File: config.mk
export PLATFORM = sky130hd
export DESIGN_NAME = irq_arbiter
export DESIGN_NICKNAME = d
export VERILOG_FILES = /design/src/rtl/irq_arb_pkg.sv /design/src/rtl/irq_arb_pend.sv /design/src/rtl/irq_arb_gate.sv /design/src/rtl/irq_arb_pick.sv /design/src/rtl/irq_arb_offer.sv /design/src/rtl/irq_arbiter.sv
export SDC_FILE = /design/constraint.sdc
export NUM_CORES = 1
export LEC_CHECK = 0
export ABC_CLOCK_PERIOD_IN_PS = 1300
export BUFFER_PORTS_ARGS = -buffer_cell sky130_fd_sc_hd__buf_2
export CORE_ASPECT_RATIO = 0.5
export CORE_MARGIN = 3
export CORE_UTILIZATION = 30
export DETAILED_ROUTE_END_ITERATION = 10
export MAX_ROUTING_LAYER = met4
export PLACE_DENSITY = 0.56
export SETUP_SLACK_MARGIN = 0.5
export SYNTH_ARGS = -nofsm -noshare
export SYNTH_HDL_FRONTEND = slang
export SYNTH_SLANG_ARGS = --single-unit
File: constraint.sdc
create_clock -name clk -period 1.3 [get_ports clk]
set_clock_uncertainty 0.05 [all_clocks]
set_input_delay 0.26 -clock clk [delete_from_list [all_inputs] [get_ports clk]]
set_output_delay 0.26 -clock clk [all_outputs]
set_load 0.01 [all_outputs]
File: src/rtl/irq_arb_pkg.sv
package irq_arb_pkg;
  localparam int NSRC   = 13;
  localparam int CODE_W = $clog2(NSRC);

  typedef enum logic [1:0] {
    GATE_NONE,
    GATE_OFF,
    GATE_CRIT,
    GATE_EXT
  } gate_e;

  localparam int SRC_HDEC = 2;
  localparam int SRC_CEXT = 3;
  localparam int SRC_EXT  = 9;

  function automatic gate_e gate_of(input int idx);
    if (idx < SRC_HDEC)       return GATE_NONE;
    else if (idx == SRC_HDEC) return GATE_OFF;
    else if (idx == SRC_CEXT) return GATE_CRIT;
    else                      return GATE_EXT;
  endfunction

  function automatic logic [NSRC-1:0] level_mask();
    logic [NSRC-1:0] m;
    m = '0;
    m[SRC_CEXT] = 1'b1;
    m[SRC_EXT]  = 1'b1;
    return m;
  endfunction
endpackage

File: src/rtl/irq_arb_pend.sv
module irq_arb_pend
  import irq_arb_pkg::*;
(
  input  logic            clk,
  input  logic            rst_n,
  input  logic [NSRC-1:0] set_i,
  input  logic [NSRC-1:0] clr_i,
  input  logic [NSRC-1:0] consume_i,
  output logic [NSRC-1:0] pend_o
);
  logic [NSRC-1:0] pend_q, pend_d;

  always_comb begin
    pend_d = (pend_q & ~(clr_i | consume_i)) | set_i;
  end

  always_ff @(posedge clk or negedge rst_n) begin
    if (!rst_n) pend_q <= '0;
    else        pend_q <= pend_d;
  end

  assign pend_o = pend_q;
endmodule

File: src/rtl/irq_arb_gate.sv
module irq_arb_gate
  import irq_arb_pkg::*;
(
  input  logic [NSRC-1:0] pend_i,
  input  logic            crit_en_i,
  input  logic            ext_en_i,
  output logic [NSRC-1:0] elig_o
);
  for (genvar g = 0; g < NSRC; g++) begin : g_src
    if (gate_of(g) == GATE_NONE) begin : g_nmi
      assign elig_o[g] = pend_i[g];
    end else if (gate_of(g) == GATE_OFF) begin : g_off
      assign elig_o[g] = 1'b0;
    end else if (gate_of(g) == GATE_CRIT) begin : g_crit
      assign elig_o[g] = pend_i[g] & crit_en_i;
    end else begin : g_ext
      assign elig_o[g] = pend_i[g] & ext_en_i;
    end
  end
endmodule

File: src/rtl/irq_arb_pick.sv
module irq_arb_pick
  import irq_arb_pkg::*;
(
  input  logic [NSRC-1:0]   elig_i,
  output logic              found_o,
  output logic [CODE_W-1:0] code_o
);
  always_comb begin
    found_o = 1'b0;
    code_o  = '0;
    for (int i = NSRC - 1; i >= 0; i--) begin
      if (elig_i[i]) begin
        found_o = 1'b1;
        code_o  = CODE_W'(i);
      end
    end
  end
endmodule

File: src/rtl/irq_arb_offer.sv
module irq_arb_offer
  import irq_arb_pkg::*;
(
  input  logic              clk,
  input  logic              rst_n,
  input  logic              found_i,
  input  logic [CODE_W-1:0] code_i,
  input  logic              ready_i,
  output logic              valid_o,
  output logic [CODE_W-1:0] code_o
);
  logic              valid_q, valid_d;
  logic [CODE_W-1:0] code_q, code_d;
  logic              code_en;

  always_comb begin
    valid_d = valid_q;
    code_d  = code_q;
    code_en = 1'b0;
    if (valid_q) begin
      if (ready_i) valid_d = 1'b0;
    end else begin
      valid_d = found_i;
      code_d  = code_i;
      code_en = 1'b1;
    end
  end

  always_ff @(posedge clk or negedge rst_n) begin
    if (!rst_n) begin
      valid_q <= 1'b0;
      code_q  <= '0;
    end else begin
      valid_q <= valid_d;
      if (code_en) code_q <= code_d;
    end
  end

  assign valid_o = valid_q;
  assign code_o  = code_q;
endmodule

File: src/rtl/irq_arbiter.sv
module irq_arbiter
  import irq_arb_pkg::*;
(
  input  logic              clk,
  input  logic              rst_n,
  input  logic [NSRC-1:0]   set_i,
  input  logic [NSRC-1:0]   clr_i,
  input  logic              crit_en_i,
  input  logic              ext_en_i,
  input  logic              irq_ready_i,
  output logic              irq_valid_o,
  output logic [CODE_W-1:0] irq_code_o,
  output logic [NSRC-1:0]   pend_o
);
  localparam logic [NSRC-1:0] LEVEL = level_mask();

  logic [NSRC-1:0]   pend, elig, consume;
  logic              found;
  logic [CODE_W-1:0] pick_code;
  logic              accept;

  assign accept = irq_valid_o & irq_ready_i;

  always_comb begin
    consume = '0;
    if (accept) consume[irq_code_o] = 1'b1;
    consume = consume & ~LEVEL;
  end

  irq_arb_pend u_pend (
    .clk(clk), .rst_n(rst_n), .set_i(set_i), .clr_i(clr_i),
    .consume_i(consume), .pend_o(pend)
  );

  irq_arb_gate u_gate (
    .pend_i(pend), .crit_en_i(crit_en_i), .ext_en_i(ext_en_i), .elig_o(elig)
  );

  irq_arb_pick u_pick (
    .elig_i(elig), .found_o(found), .code_o(pick_code)
  );

  irq_arb_offer u_offer (
    .clk(clk), .rst_n(rst_n), .found_i(found), .code_i(pick_code),
    .ready_i(irq_ready_i), .valid_o(irq_valid_o), .code_o(irq_code_o)
  );

  assign pend_o = pend;
endmodule

# [After elaboration in Yosys (flattened, before gate mapping)]
# Index checks and enable logic that the tools add are counted.
[totals] n_memories=0 romBits=0 out_inout_bits=18 wordCells=50 ram_bits=0 in_bits=31 latch_bits=0 reg_bits=18
[op_classes] shift=0 mux=29 n_reduce_logical=1 mul=0 eq_ne=0 div_mod_pow=0 order_cmp=2 n_addsub=0 bitwise_logic=15
[ops] operator="2-to-1 mux 4 bit" count=12
[ops] operator="OR 13 bit" count=2
[ops] operator="2-to-1 mux 1 bit" count=15
[ops] operator="AND 13 bit" count=1
[ops] operator="2-to-1 mux 13 bit" count=1
[ops] operator="inverter 13 bit" count=1
[ops] operator="AND 1 bit" count=11
[ops] operator="less-than comparator 4 x 5 -> 1 bit, second input constant" count=1
[ops] operator="demux 1 bit (select 4 bit)" count=1
[ops] operator="greater-or-equal comparator 4 x 1 -> 1 bit, second input constant" count=1
[ops] operator="logical AND 1 bit" count=1

# [Depth between registers and ports, before layout]
[logic_depth] depth_word=14 mapped_depth=5 depth_no_buf=4

# [By module]
# From an unflattened synthesis, not the netlist that was laid out.
[hier_totals] hier_cells=108 area_unflattened_um2=1032.2
[by_module_without_submodules] module="irq_arb_pend" cells_per_inst=39 seq_area_each_um2=325.3 area_each_um2=471.7 n_inst=1
[by_module_without_submodules] module="irq_arb_offer" cells_per_inst=11 seq_area_each_um2=125.1 area_each_um2=183.9 n_inst=1
[by_module_without_submodules] module="irq_arb_pick" cells_per_inst=24 seq_area_each_um2=0.0 area_each_um2=156.4 n_inst=1
[by_module_without_submodules] module="irq_arbiter" cells_per_inst=20 seq_area_each_um2=0.0 area_each_um2=131.4 n_inst=1
[by_module_without_submodules] module="irq_arb_gate" cells_per_inst=14 seq_area_each_um2=0.0 area_each_um2=88.8 n_inst=1

# [Least setup slack after synthesis]
# Ideal clock, no wire load.
[synth_path] path_kind="flip-flop to flip-flop" start="register u_pend.pend_q[5], in the netlist u_pend.pend_o[5]" end="register u_offer.code_q[2], in the netlist u_offer.code_o[2]" path_slack_ns=0.007 setup_time_ns=0.121 arrival_time_ns=1.122 path_buffers=0 synth_period_minus_slack_ns=1.293 stages_incl_launch_ff=4 t_required_ns=1.129 path_cell_list="dfrtp_1 o41ai_4 o21ai_2 a22o_1"
[synth_between] elab_chain_cells=6
[synth_lines] element="from (decl)" line_no="irq_arb_pend.sv:11" text="logic [NSRC-1:0] pend_q, pend_d;"
[synth_lines] element="from (signal assigned)" line_no="irq_arb_pend.sv:19" text="else pend_q <= pend_d;"
[synth_lines] element="AND 1 bit" line_no="irq_arb_gate.sv:17" text="assign elig_o[g] = pend_i[g] & ext_en_i;"
[synth_lines] element="2-to-1 mux 4 bit (5 in series)" line_no="irq_arb_pick.sv:12" text="if (elig_i[i]) begin"
[synth_lines] element="to (signal assigned)" line_no="irq_arb_offer.sv:35" text="if (code_en) code_q <= code_d;"
[synth_lines] element="to (decl)" line_no="irq_arb_offer.sv:13" text="logic [CODE_W-1:0] code_q, code_d;"
# Every way passes these cells.
# A chain may end at the register's enable or synchronous reset.

# [Worst setup path in the final report]
[layout_path] start="register u_pend.pend_q[5], in the netlist u_pend.pend_o[5]" end="register u_offer.code_q[3], in the netlist u_offer.code_o[3]"
# Same word-level chain as after synthesis.

==> impl_metrics.ini <==
[outcome]
status = finished with violations
failed_checks = negative hold slack

[critical_path]
crit_required_ns = 1.43
cp-end-kind = flop
worstSetupPathType = reg -> reg
cp.arrival_ns = 1.43
start_kind = flop
cp_max_fo = 4

[placed_design]
dpl_cell_area_um2 = 1260
pre_cts_ws_ns = 0.0108
gp_congestion = 0.776
dp_hpwl_mm = 1.94
portBuffers = 48

[sta]
setup_ws_ns = 0.00465
setup_viol = 0
tns_ns = 0
fin_crit_ns = 1.30
tightestPinTransition_ns = 0.431
holdWs_ns = -0.117
post-route-period-util_pct = 99.6
slew_violations = 0
fmax_ghz = 0.772
relSlewSlack_pct = 71.2
rsz0062_at_grt = yes
hold_viol_final = 18

[cells_and_area]
fin_area_um2 = 1640
mostFrequentLayoutCell = buf_2
num_antenna_cells = 0
area.growth.synth_to_final_pct = 76.5
fin_nets = 200
drive_above_1_share_pct = 64.3
n_fill_cell = 242
layout_common_cells = 39 x buf_2, 16 x buf_6, 16 x buf_4

[clock_tree]
insertion_delay_ns = 0.26
root_buffer = clkbuf_8
cts.htree.levels = 1
clkSinkCount = 18
clock_path_buffers = 2
numCtsBuffers = 3
clkSlewWorstSetupHoldPaths_ns = 0.07
cts_tree = yes

[power_and_ir_drop]
seqPwrFrac_pct = 42.2
ir_drop_uv = 531
pwr-share-clk_pct = 29.7
comb_power_share_pct = 28.1
p_int_mw = 1.12
swShare_pct = 28.4
p_per_area_nw_per_um2 = 957
total_power_mw = 1.57
leakagePower_nw = 0.778
power_switching_mw = 0.446

[floorplanning]
core-area_um2 = 2770
num_rows = 13
dieArea_um2 = 3840
die_h_um = 45.3
start_util_pct = 33.6
ios = 49
die_w_um = 84.7

[grt]
grt_first_pass_wirelength_mm = 4.12
antenna_found_initial = 0
track_usage_pct = 14.1
grt_overflow_total = 0
grt_max_degree = 19
grt_pass1_vias = 915

[synthesis]
synthDistinctLibCells = 29
yosysWarnings = 0
netlist_instances = 93
synth_seq_cells = 18
yosys.area_share.adder_pct = 0
syn_area_per_cell_um2 = 9.98
syn_area_um2 = 928
syn_nets = 124
synthMuxAreaShare_pct = 0
synth_top_family_by_area = compound AO/OA/AOI/OAI gates
synth_area_leaders = dfrtp_1 49%, inv_1 4.9%, a31o_2 4.7%, nand2_1 4.4%, a21oi_1 3.8%
synth_compound_gate_area_share_pct = 25.2
ys_seq_area_share_pct = 48.5
synth-simple-area-share_pct = 20.2
synth_xor_area_share_pct = 0
synth.top_cell.area_share_pct = 48.5
synth_top_cell_by_area = dfrtp_1

[hold_path]
min_path_type = in -> async

[detailed_routing]
drt_iter0_markers = 72
vias = 978
via_per_inst = 4.77
wire_per_inst_um = 14.0
dr.pass1.iters = 4
finalWirelength_mm = 2.87
postRouteAntennaNets = 0
drcViolationCount = 0

[run]
maxCapViolations = 0
==> stage by stage <==
step           instances  util [%]
2_1_floorplan         93         -
3_3_place_gp         182      45.6
6_report             205      59.3
3_5_place_dp         182      45.6
4_1_cts              199      54.2
5_1_grt              205      59.3
==> worst max-delay path, stage by stage (launching register included) <==
cell	delay, ns
dfrtp_2	0.44
o41ai_4	0.40
buf_4	0.18
nand2_2	0.04
o21ai_1	0.12
==> area by class of cell <==
cell class	instances	area, um2	share of cell area (%)
repair buffers	72	515	31.5
well taps	37	46.3	2.82
flip-flops and latches	18	460	28.1
multi-input cells	62	517	31.5
inverters	12	45.0	2.75
clock buffers	4	55.1	3.36
==> flip-flops by register name, summed over array words and instances, names as in the netlist <==
name	cells
u_offer.valid_o	1
u_offer.code_o	4
u_pend.pend_o	13
==> final timing paths <==
check	from	to	slack, ns	cells after the start
worst max-delay path	u_pend.pend_o[5]	u_offer.code_o[3]	0.005	4
worst min-delay path	rst_n	u_pend.pend_o[2]	-0.12	1
worst max register to register	u_pend.pend_o[5]	u_offer.code_o[3]	0.005	4
worst min register to register	u_pend.pend_o[9]	u_pend.pend_o[9]	0.52	1
max in group asynchronous	rst_n	u_pend.pend_o[7]	0.99	1
min in group clk	set_i[3]	u_pend.pend_o[3]	0.13	2
==> kinds of logic after synthesis <==
group,Yosys count
AOI/OAI and AO/OA,29
buffers and inverters,13
DFF,18
and+or+nand+nor,33
==> cells in the mapped netlist (all sizes together) <==
cell	instances
dfrtp	18
inv	12
nand2	12
a31o	8
a21oi	7
nor2	6
nand2b	4
nor3	4
nand3	3
o21ai	3
a211o	2
a21o	2
nor2b	2
nor3b	2
o41ai	2
a22o	1
a32oi	1
buf	1
o21bai	1
o31a	1
o31ai	1
==> metal layers <==
metal,global-route usage (%),part of all wire [%],wire (um)
met1,17.3,44,1260
met2,24.1,51,1460
met3,3.83,4.1,117
met4,2.84,0.94,27
met5,-,0,0
==> power by group through the flow <==
| stage | clock network, mW | logic, mW | registers [mW] |
|---|---|---|---|
| finish | 0.466 | 0.440 | 0.662 |
| global route | 0.509 | 0.472 | 0.668 |
| CTS | 0.474 | 0.370 | 0.653 |
| detailed placement | 0 | 0.272 | 0.669 |
| global placement | 0 | 0.271 | 0.669 |
| floorplan | 0 | 0.110 | 0.687 |
==> what timing repair did <==
| action | in CTS | in global routing |
|---|---|---|
| pin swaps | 14 | 15 |
| gates resized for setup | 16 | 23 |
| endpoints found under the hold margin | 18 | 18 |
| setup buffers | 13 | 6 |
| setup endpoints to repair | 34 | 35 |
(Power assumes the default switching activity.)
